$ cat config.mk
export PLATFORM = sky130hd
export DESIGN_NAME = robmt_alloc
export DESIGN_NICKNAME = d
export VERILOG_FILES = /design/src/rtl/robmt_pkg.sv /design/src/rtl/robmt_pick.sv /design/src/rtl/robmt_oldest.sv /design/src/rtl/robmt_alloc.sv
export SDC_FILE = /design/constraint.sdc
export NUM_CORES = 1
export LEC_CHECK = 0
export CAP_MARGIN = 20
export CORE_MARGIN = 2
export CORE_UTILIZATION = 45
export DETAILED_ROUTE_END_ITERATION = 6
export GPL_TIMING_DRIVEN = 0
export PLACE_DENSITY = 0.72
export SYNTH_ARGS = -nofsm -noshare
export SYNTH_HDL_FRONTEND = slang
export SYNTH_SLANG_ARGS = --single-unit
$ cat constraint.sdc
create_clock -name clk -period 6.7 [get_ports clk]
set_input_delay 1.005 -clock clk [delete_from_list [all_inputs] [get_ports clk]]
set_output_delay 1.005 -clock clk [all_outputs]
set_load 0.01 [all_outputs]
$ cat src/rtl/robmt_pkg.sv
package robmt_pkg;
  localparam int NTHR = 2;
  typedef logic [0:0] tid_t;
  typedef struct packed {
    logic part;
    logic dual;
  } mode_t;
endpackage

$ cat src/rtl/robmt_pick.sv
module robmt_pick #(
  parameter int DEPTH = 16,
  localparam int IDX_W = $clog2(DEPTH)
) (
  input  logic [DEPTH-1:0] busy,
  input  logic [IDX_W-1:0] win_lo,
  input  logic [IDX_W-1:0] win_hi,
  output logic             found,
  output logic [IDX_W-1:0] idx
);
  // lowest free slot inside [win_lo, win_hi]
  always_comb begin
    found = 1'b0;
    idx   = '0;
    for (int e = DEPTH - 1; e >= 0; e--) begin
      if (!busy[e] && e >= int'(win_lo) && e <= int'(win_hi)) begin
        found = 1'b1;
        idx   = IDX_W'(e);
      end
    end
  end
endmodule

$ cat src/rtl/robmt_oldest.sv
module robmt_oldest #(
  parameter int DEPTH = 16,
  localparam int IDX_W = $clog2(DEPTH),
  localparam int SEQ_W = IDX_W + 1
) (
  input  logic [DEPTH-1:0]       mine,
  input  logic [DEPTH*SEQ_W-1:0] seq_flat,
  input  logic [SEQ_W-1:0]       head,
  output logic                   found,
  output logic [IDX_W-1:0]       idx
);
  always_comb begin
    found = 1'b0;
    idx   = '0;
    for (int e = DEPTH - 1; e >= 0; e--) begin
      if (mine[e] && seq_flat[e*SEQ_W +: SEQ_W] == head) begin
        found = 1'b1;
        idx   = IDX_W'(e);
      end
    end
  end
endmodule

$ cat src/rtl/robmt_alloc.sv
module robmt_alloc
  import robmt_pkg::*;
#(
  parameter int DEPTH = 16,
  parameter int PC_W = 16,
  parameter logic [15:0] RESET_PC = 16'h0100,
  parameter int PC_STEP = 4,
  localparam int IDX_W = $clog2(DEPTH),
  localparam int SEQ_W = IDX_W + 1
) (
  input  logic                    clk,
  input  logic                    rst_n,
  input  logic                    cfg_part,
  input  logic                    cfg_dual,
  input  logic                    disp_valid,
  input  logic                    disp_tid,
  output logic                    disp_stall,
  output logic [IDX_W-1:0]        disp_idx,
  input  logic                    cmp_valid,
  input  logic [IDX_W-1:0]        cmp_idx,
  input  logic                    cmp_exc,
  output logic [NTHR-1:0]         ret_valid,
  output logic [NTHR*IDX_W-1:0]   ret_idx,
  output logic                    flush_valid,
  output logic                    flush_tid,
  output logic [PC_W-1:0]         flush_pc,
  output logic [NTHR*SEQ_W-1:0]   occ,
  output logic [NTHR*PC_W-1:0]    commit_pc,
  output logic                    mode_part,
  output logic                    mode_dual
);
  localparam int HALF = DEPTH / 2;

  // slot state
  logic [DEPTH-1:0] ent_vld_q, ent_tid_q, ent_done_q, ent_exc_q;
  logic [DEPTH-1:0] n_vld, n_tid, n_done, n_exc, ent_we;
  logic [SEQ_W-1:0] ent_seq_q [DEPTH];
  logic [SEQ_W-1:0] n_seq     [DEPTH];
  logic [DEPTH*SEQ_W-1:0] seq_flat;

  // per-thread state
  logic [SEQ_W-1:0] head_q [NTHR], tail_q [NTHR], n_head [NTHR], n_tail [NTHR];
  logic [SEQ_W-1:0] occ_w  [NTHR], lim [NTHR];
  logic [PC_W-1:0]  pc_q   [NTHR], n_pc [NTHR];
  logic [DEPTH-1:0] mine   [NTHR];
  logic [NTHR-1:0]  old_found, exc_cand, ret_go, flush_go, thr_block;
  logic [IDX_W-1:0] old_idx [NTHR];

  mode_t mode_q;
  logic  mode_we, buf_empty, disp_fire, pick_found;
  logic [IDX_W-1:0] win_lo, win_hi, pick_idx;

  generate
    for (genvar e = 0; e < DEPTH; e++) begin : g_flat
      assign seq_flat[e*SEQ_W +: SEQ_W] = ent_seq_q[e];
    end
    for (genvar t = 0; t < NTHR; t++) begin : g_thr
      for (genvar e = 0; e < DEPTH; e++) begin : g_mine
        assign mine[t][e] = ent_vld_q[e] && (ent_tid_q[e] == tid_t'(t));
      end
      robmt_oldest #(.DEPTH(DEPTH)) u_oldest (
        .mine    (mine[t]),
        .seq_flat(seq_flat),
        .head    (head_q[t]),
        .found   (old_found[t]),
        .idx     (old_idx[t])
      );
      assign occ_w[t]    = tail_q[t] - head_q[t];
      assign exc_cand[t] = old_found[t] && ent_done_q[old_idx[t]] && ent_exc_q[old_idx[t]];
      assign ret_go[t]   = old_found[t] && ent_done_q[old_idx[t]] && !ent_exc_q[old_idx[t]];
      assign ret_valid[t] = ret_go[t];
      assign ret_idx[t*IDX_W +: IDX_W] = old_idx[t];
      assign occ[t*SEQ_W +: SEQ_W]     = occ_w[t];
      assign commit_pc[t*PC_W +: PC_W] = pc_q[t];
      assign lim[t] = !mode_q.dual ? ((t == 0) ? SEQ_W'(DEPTH) : '0)
                    : (mode_q.part ? SEQ_W'(HALF) : SEQ_W'(DEPTH));
      assign thr_block[t] = (occ_w[t] >= lim[t]) || exc_cand[t];
    end
  endgenerate

  // thread 0 wins a simultaneous exception
  assign flush_go[0] = exc_cand[0];
  assign flush_go[1] = exc_cand[1] && !exc_cand[0];
  assign flush_valid = |flush_go;
  assign flush_tid   = !flush_go[0];
  assign flush_pc    = pc_q[flush_tid];

  // allocation window
  always_comb begin
    if (mode_q.part && mode_q.dual) begin
      win_lo = disp_tid ? IDX_W'(HALF) : '0;
      win_hi = disp_tid ? IDX_W'(DEPTH - 1) : IDX_W'(HALF - 1);
    end else begin
      win_lo = '0;
      win_hi = IDX_W'(DEPTH - 1);
    end
  end

  robmt_pick #(.DEPTH(DEPTH)) u_pick (
    .busy  (ent_vld_q),
    .win_lo(win_lo),
    .win_hi(win_hi),
    .found (pick_found),
    .idx   (pick_idx)
  );

  assign disp_stall = disp_valid && (thr_block[disp_tid] || !pick_found);
  assign disp_fire  = disp_valid && !disp_stall;
  assign disp_idx   = pick_idx;
  assign buf_empty  = (occ_w[0] == '0) && (occ_w[1] == '0);
  assign mode_we    = buf_empty && !disp_fire;
  assign mode_part  = mode_q.part;
  assign mode_dual  = mode_q.dual;

  // next state
  always_comb begin
    n_vld = ent_vld_q; n_tid = ent_tid_q; n_done = ent_done_q; n_exc = ent_exc_q;
    n_seq = ent_seq_q; ent_we = '0;
    n_head = head_q; n_tail = tail_q; n_pc = pc_q;
    if (cmp_valid && ent_vld_q[cmp_idx] && !ent_done_q[cmp_idx]) begin
      n_done[cmp_idx] = 1'b1;
      n_exc[cmp_idx]  = cmp_exc;
      ent_we[cmp_idx] = 1'b1;
    end
    if (disp_fire) begin
      n_vld[pick_idx]  = 1'b1;
      n_tid[pick_idx]  = disp_tid;
      n_done[pick_idx] = 1'b0;
      n_exc[pick_idx]  = 1'b0;
      n_seq[pick_idx]  = tail_q[disp_tid];
      ent_we[pick_idx] = 1'b1;
      n_tail[disp_tid] = tail_q[disp_tid] + 1'b1;
    end
    for (int t = 0; t < NTHR; t++) begin
      if (ret_go[t]) begin
        n_vld[old_idx[t]]  = 1'b0;
        ent_we[old_idx[t]] = 1'b1;
        n_head[t] = head_q[t] + 1'b1;
        n_pc[t]   = pc_q[t] + PC_W'(PC_STEP);
      end else if (flush_go[t]) begin
        for (int e = 0; e < DEPTH; e++) begin
          if (mine[t][e]) begin
            n_vld[e]  = 1'b0;
            ent_we[e] = 1'b1;
          end
        end
        n_head[t] = '0;
        n_tail[t] = '0;
      end
    end
  end

  // registers
  always_ff @(posedge clk or negedge rst_n) begin
    if (!rst_n) begin
      ent_vld_q <= '0; ent_tid_q <= '0; ent_done_q <= '0; ent_exc_q <= '0;
      for (int e = 0; e < DEPTH; e++) ent_seq_q[e] <= '0;
    end else begin
      for (int e = 0; e < DEPTH; e++) begin
        if (ent_we[e]) begin
          ent_vld_q[e]  <= n_vld[e];
          ent_tid_q[e]  <= n_tid[e];
          ent_done_q[e] <= n_done[e];
          ent_exc_q[e]  <= n_exc[e];
          ent_seq_q[e]  <= n_seq[e];
        end
      end
    end
  end

  always_ff @(posedge clk or negedge rst_n) begin
    if (!rst_n) begin
      for (int t = 0; t < NTHR; t++) begin
        head_q[t] <= '0;
        tail_q[t] <= '0;
        pc_q[t]   <= RESET_PC[PC_W-1:0];
      end
      mode_q <= '0;
    end else begin
      for (int t = 0; t < NTHR; t++) begin
        head_q[t] <= n_head[t];
        tail_q[t] <= n_tail[t];
        pc_q[t]   <= n_pc[t];
      end
      if (mode_we) mode_q <= '{part: cfg_part, dual: cfg_dual};
    end
  end

  // assertions
  AST_NO_OVERFLOW: assert property (@(posedge clk) disable iff (!rst_n)
    ({1'b0, occ_w[0]} + {1'b0, occ_w[1]}) <= (SEQ_W+1)'(DEPTH));
  AST_IDLE_THREAD: assert property (@(posedge clk) disable iff (!rst_n)
    !mode_q.dual |-> occ_w[1] == '0);
  AST_PART_CAP: assert property (@(posedge clk) disable iff (!rst_n)
    (mode_q.part && mode_q.dual) |-> (occ_w[0] <= SEQ_W'(HALF) && occ_w[1] <= SEQ_W'(HALF)));
  AST_HALF_WINDOW: assert property (@(posedge clk) disable iff (!rst_n)
    (disp_fire && mode_q.part && mode_q.dual) |-> disp_idx[IDX_W-1] == disp_tid);
  AST_PICK_FREE: assert property (@(posedge clk) disable iff (!rst_n)
    disp_fire |-> !ent_vld_q[disp_idx]);
  AST_ALLOC_LANDS: assert property (@(posedge clk) disable iff (!rst_n)
    disp_fire |=> ent_vld_q[$past(disp_idx)] && ent_tid_q[$past(disp_idx)] == $past(disp_tid));
  AST_PC_STEP0: assert property (@(posedge clk) disable iff (!rst_n)
    ret_go[0] |=> pc_q[0] == $past(pc_q[0]) + PC_W'(PC_STEP));
  AST_FLUSH_EMPTIES0: assert property (@(posedge clk) disable iff (!rst_n)
    flush_go[0] |=> occ_w[0] == '0);
  AST_FLUSH_EMPTIES1: assert property (@(posedge clk) disable iff (!rst_n)
    flush_go[1] |=> occ_w[1] == '0);
  AST_MODE_HOLD: assert property (@(posedge clk) disable iff (!rst_n)
    !buf_empty |=> $stable(mode_q));
endmodule

==> flow_summary.toml <==
[timing]
fin_crit_ps = 6630
period_share = 0.989
final.setup_skew_ps = 21.8
maxSlewHeadroom = 0.194
grt_setup_unrepaired = "true"
setup_viol = 0
final_hold_viol_count = 0
timing.fmax_ghz = 0.151
worst_slew_pin_slew_ps = 1200
final-max-slew-violation-count = 0

[logic_synthesis]
synth.top_cells.by_area = "dfrtp_1 (36%), xor2_1 (6.8%), xnor2_1 (6.4%), mux2_2 (5.5%), mux2_1 (3.2%)"
syn_avg_cell_area_um2 = 9.59
synth-seq-cells = 194
synth_edf_count = 0
synth_top_family_by_area = "simple AND/OR/NAND/NOR gates"
synthMuxAreaShare = 0.0996
synth-warning-count = 0
synthFlopType = "dfrtp_1"
yosysSeqAreaShare = 0.364
synthSimpleGateAreaFrac = 0.187
netlist_instances = 1393
ys_types = 102
netlist.area_leader.share = 0.360
synth_commonest_cells = "dfrtp_1 (192), nand2_1 (109), xor2_1 (104)"
async_flop_share = 1.00
synthAdderAreaFrac = 0.0189
synth_area_um2 = 13400
yosysTopAreaCell = "dfrtp_1"
synthXorXnorAreaFrac = 0.133
synth_most_common_cell = "dfrtp_1"
synth_compound_area_frac = 0.145

[worst_setup_path]
end_kind = "output port"
worst_setup_path_start_kind = "flop"
required_ps = 5690
cp-startpoint = "head_q[0]$_DFFE_PN0P_"
crit_type = "reg -> out"
critPathMaxFanout = 10
rr_startpoint = "head_q[0]$_DFFE_PN0P_"
arrival_ps = 5620

[clocking]
root_buffer = "clkbuf_16"
clock_sinks = 194
hold_buffers = 0
htree_levels = 4
clock_path_buffers = 2
path_clk_slew_ps = 80
worstSkewPairLatency_ps = 470
cts_made_buffers = 17
cts_tree = "done"

[routing]
drc_errors = 0
vias = 12000
drt-vias-per-instance = 6.25
drt_wl_total_um = 49600
drt-initial-drc-count = 1271
first_pass_iters = 6
avgRoutedWirePerCell_um = 25.9
antenna_left = 0

[power_and_ir_drop]
vdd_drop_max_mv = 0.391
power.density_nw_per_um2 = 417
p_leak_nw = 7.07

[placement]
dp.cells = 1870
io_buffers = 80
dp_hpwl_um = 37100
globalplace.congestion = 0.991
place_area_um2 = 14700

[grt]
grt_max_degree = 123
grt_pass1_wl_um = 73900
antenna_found_initial = 0
grt_pass1_vias = 11500
grt_usage = 0.321
overflow = 0

[die]
fp-row-count = 63
dieArea_um2 = 31100
core_um2 = 29400
io_pins = 89
initial_utilization = 0.454
die_h_um = 176
die-width_um = 176

[layout]
multi_input_area_um2 = 8010
seq_area_um2 = 4860
areaGrowthSynthToFinish_pct = 17.0
final_area_um2 = 15600
antenna_cells = 0
finish.utilization = 0.532
drive_gt1_frac = 0.149
fin_cells = 1917
layout.nets = 1545
fillCellCount = 2654

[flow_run]
cap_violations = 0

[worst_hold_path]
min_path_type = "reg -> reg"
hold_start = "commit_pc[15]$_DFFE_PN0P_"

[outcome]
status = "finished, final reports clean"
## cells by family after synthesis
| kind of cell | Yosys count |
|---|---|
| flip-flops | 194 |
| adder cells (fa/ha/maj) | 19 |
| buffers and inverters | 145 |
| XOR/XNOR | 202 |
| AO/OA/AOI/OAI | 240 |
| multiplexers | 120 |
| other | 1 |
| AND/OR/NAND/NOR | 472 |
## timing repair
item | 4_1_cts | 5_1_grt
buffers inserted | 6 | 9
pin swaps | 5 | 8
setup endpoints to repair | 19 | 19
resized for setup | 24 | 19
## critical path, stage by stage (launching register included)
cell and delay (ps):
dfrtp_1 430, buf_4 290, buf_4 270, xor2_1 90
nor4_1 400, nand4_1 390, and3_1 270, and3_1 190
nor3_2 340, o21ai_0 310, o22ai_1 440, o2bb2ai_2 330
a21oi_1 220, clkbuf_1 300, nor3_1 280, clkdlybuf4s50_1 590
## path summary, 6_finish.rpt
check | end | slack (ps) | cells past startpoint
max | disp_stall | 70 | 15
max in group asynchronous | head_q[5]$_DFFE_PN0P_ | 5130 | 2
min | commit_pc[15]$_DFFE_PN0P_ | 510 | 1
max reg2reg | ent_seq_q[14]$_DFFE_PN0P_ | 1310 | 15
min reg2reg | commit_pc[15]$_DFFE_PN0P_ | 510 | 1
min in group asynchronous | ent_done_q[8]$_DFFE_PN0P_ | 520 | 1
## flip-flops by register name, indices dropped and copies added (netlist names)
register / flops
mode_dual: 1
ent_tid_q: 16
commit_pc: 28
ent_done_q: 16
ent_vld_q: 16
ent_seq_q: 80
tail_q: 10
head_q: 10
ent_exc_q: 16
mode_part: 1
## cell usage in the layout, fill, tap and decap left out, types with 25 or more instances in the layout
cell	instances
xnor2_1	97
a21oi_1	27
nand4_1	54
nand2_1	109
and3_1	25
xor2_1	104
clkbuf_1	26
o21ai_0	35
buf_4	32
nor3_1	30
dfrtp_1	191
inv_1	68
clkdlybuf4s50_1	79
mux2_2	65
mux2_1	38
nand3_1	39
nor2_1	86
## report_power, final
part	leakage, nW	total, W	switching (W)	internal [W]
logic	4.22	0.00366	0.00229	0.00137
registers	2.57	0.00179	0.000375	0.00142
clock network	0.281	0.00106	0.000563	0.000501
total	7.07	0.00651	0.00323	0.00329
## layout make-up
type	count	area share
Tap cell	390	0.0312
Inverter	72	0.0177
Clock inverter	15	0.0106
Clock buffer	17	0.0272
Timing Repair Buffer	99	0.0625
Sequential cell	194	0.311
Multi-Input combinational cell	1059	0.512
Buffer	71	0.0275
## layer usage
metal  wire (um)  GRT usage  vias to the layer above
met1       20900      0.448                     5969
met2       22000      0.485                      634
met4        2320      0.152                        0
met3        4330     0.0562                      118
li1            -          -                     5258
met5           0          0                        -
## per-stage QoR
stage	setup TNS (ps)	setup slack (ps)	power, W	hold slack, ps
2_1_floorplan	0	1890	0.00381	479
3_3_place_gp	-733880	-3820	0.00513	483
3_5_place_dp	-342	-194	0.00518	499
4_1_cts	0	0.834	0.00633	510
5_1_grt	-12.3	-12.3	0.00680	532
6_report	0	71.9	0.00651	514
(Power assumes the default switching activity.)
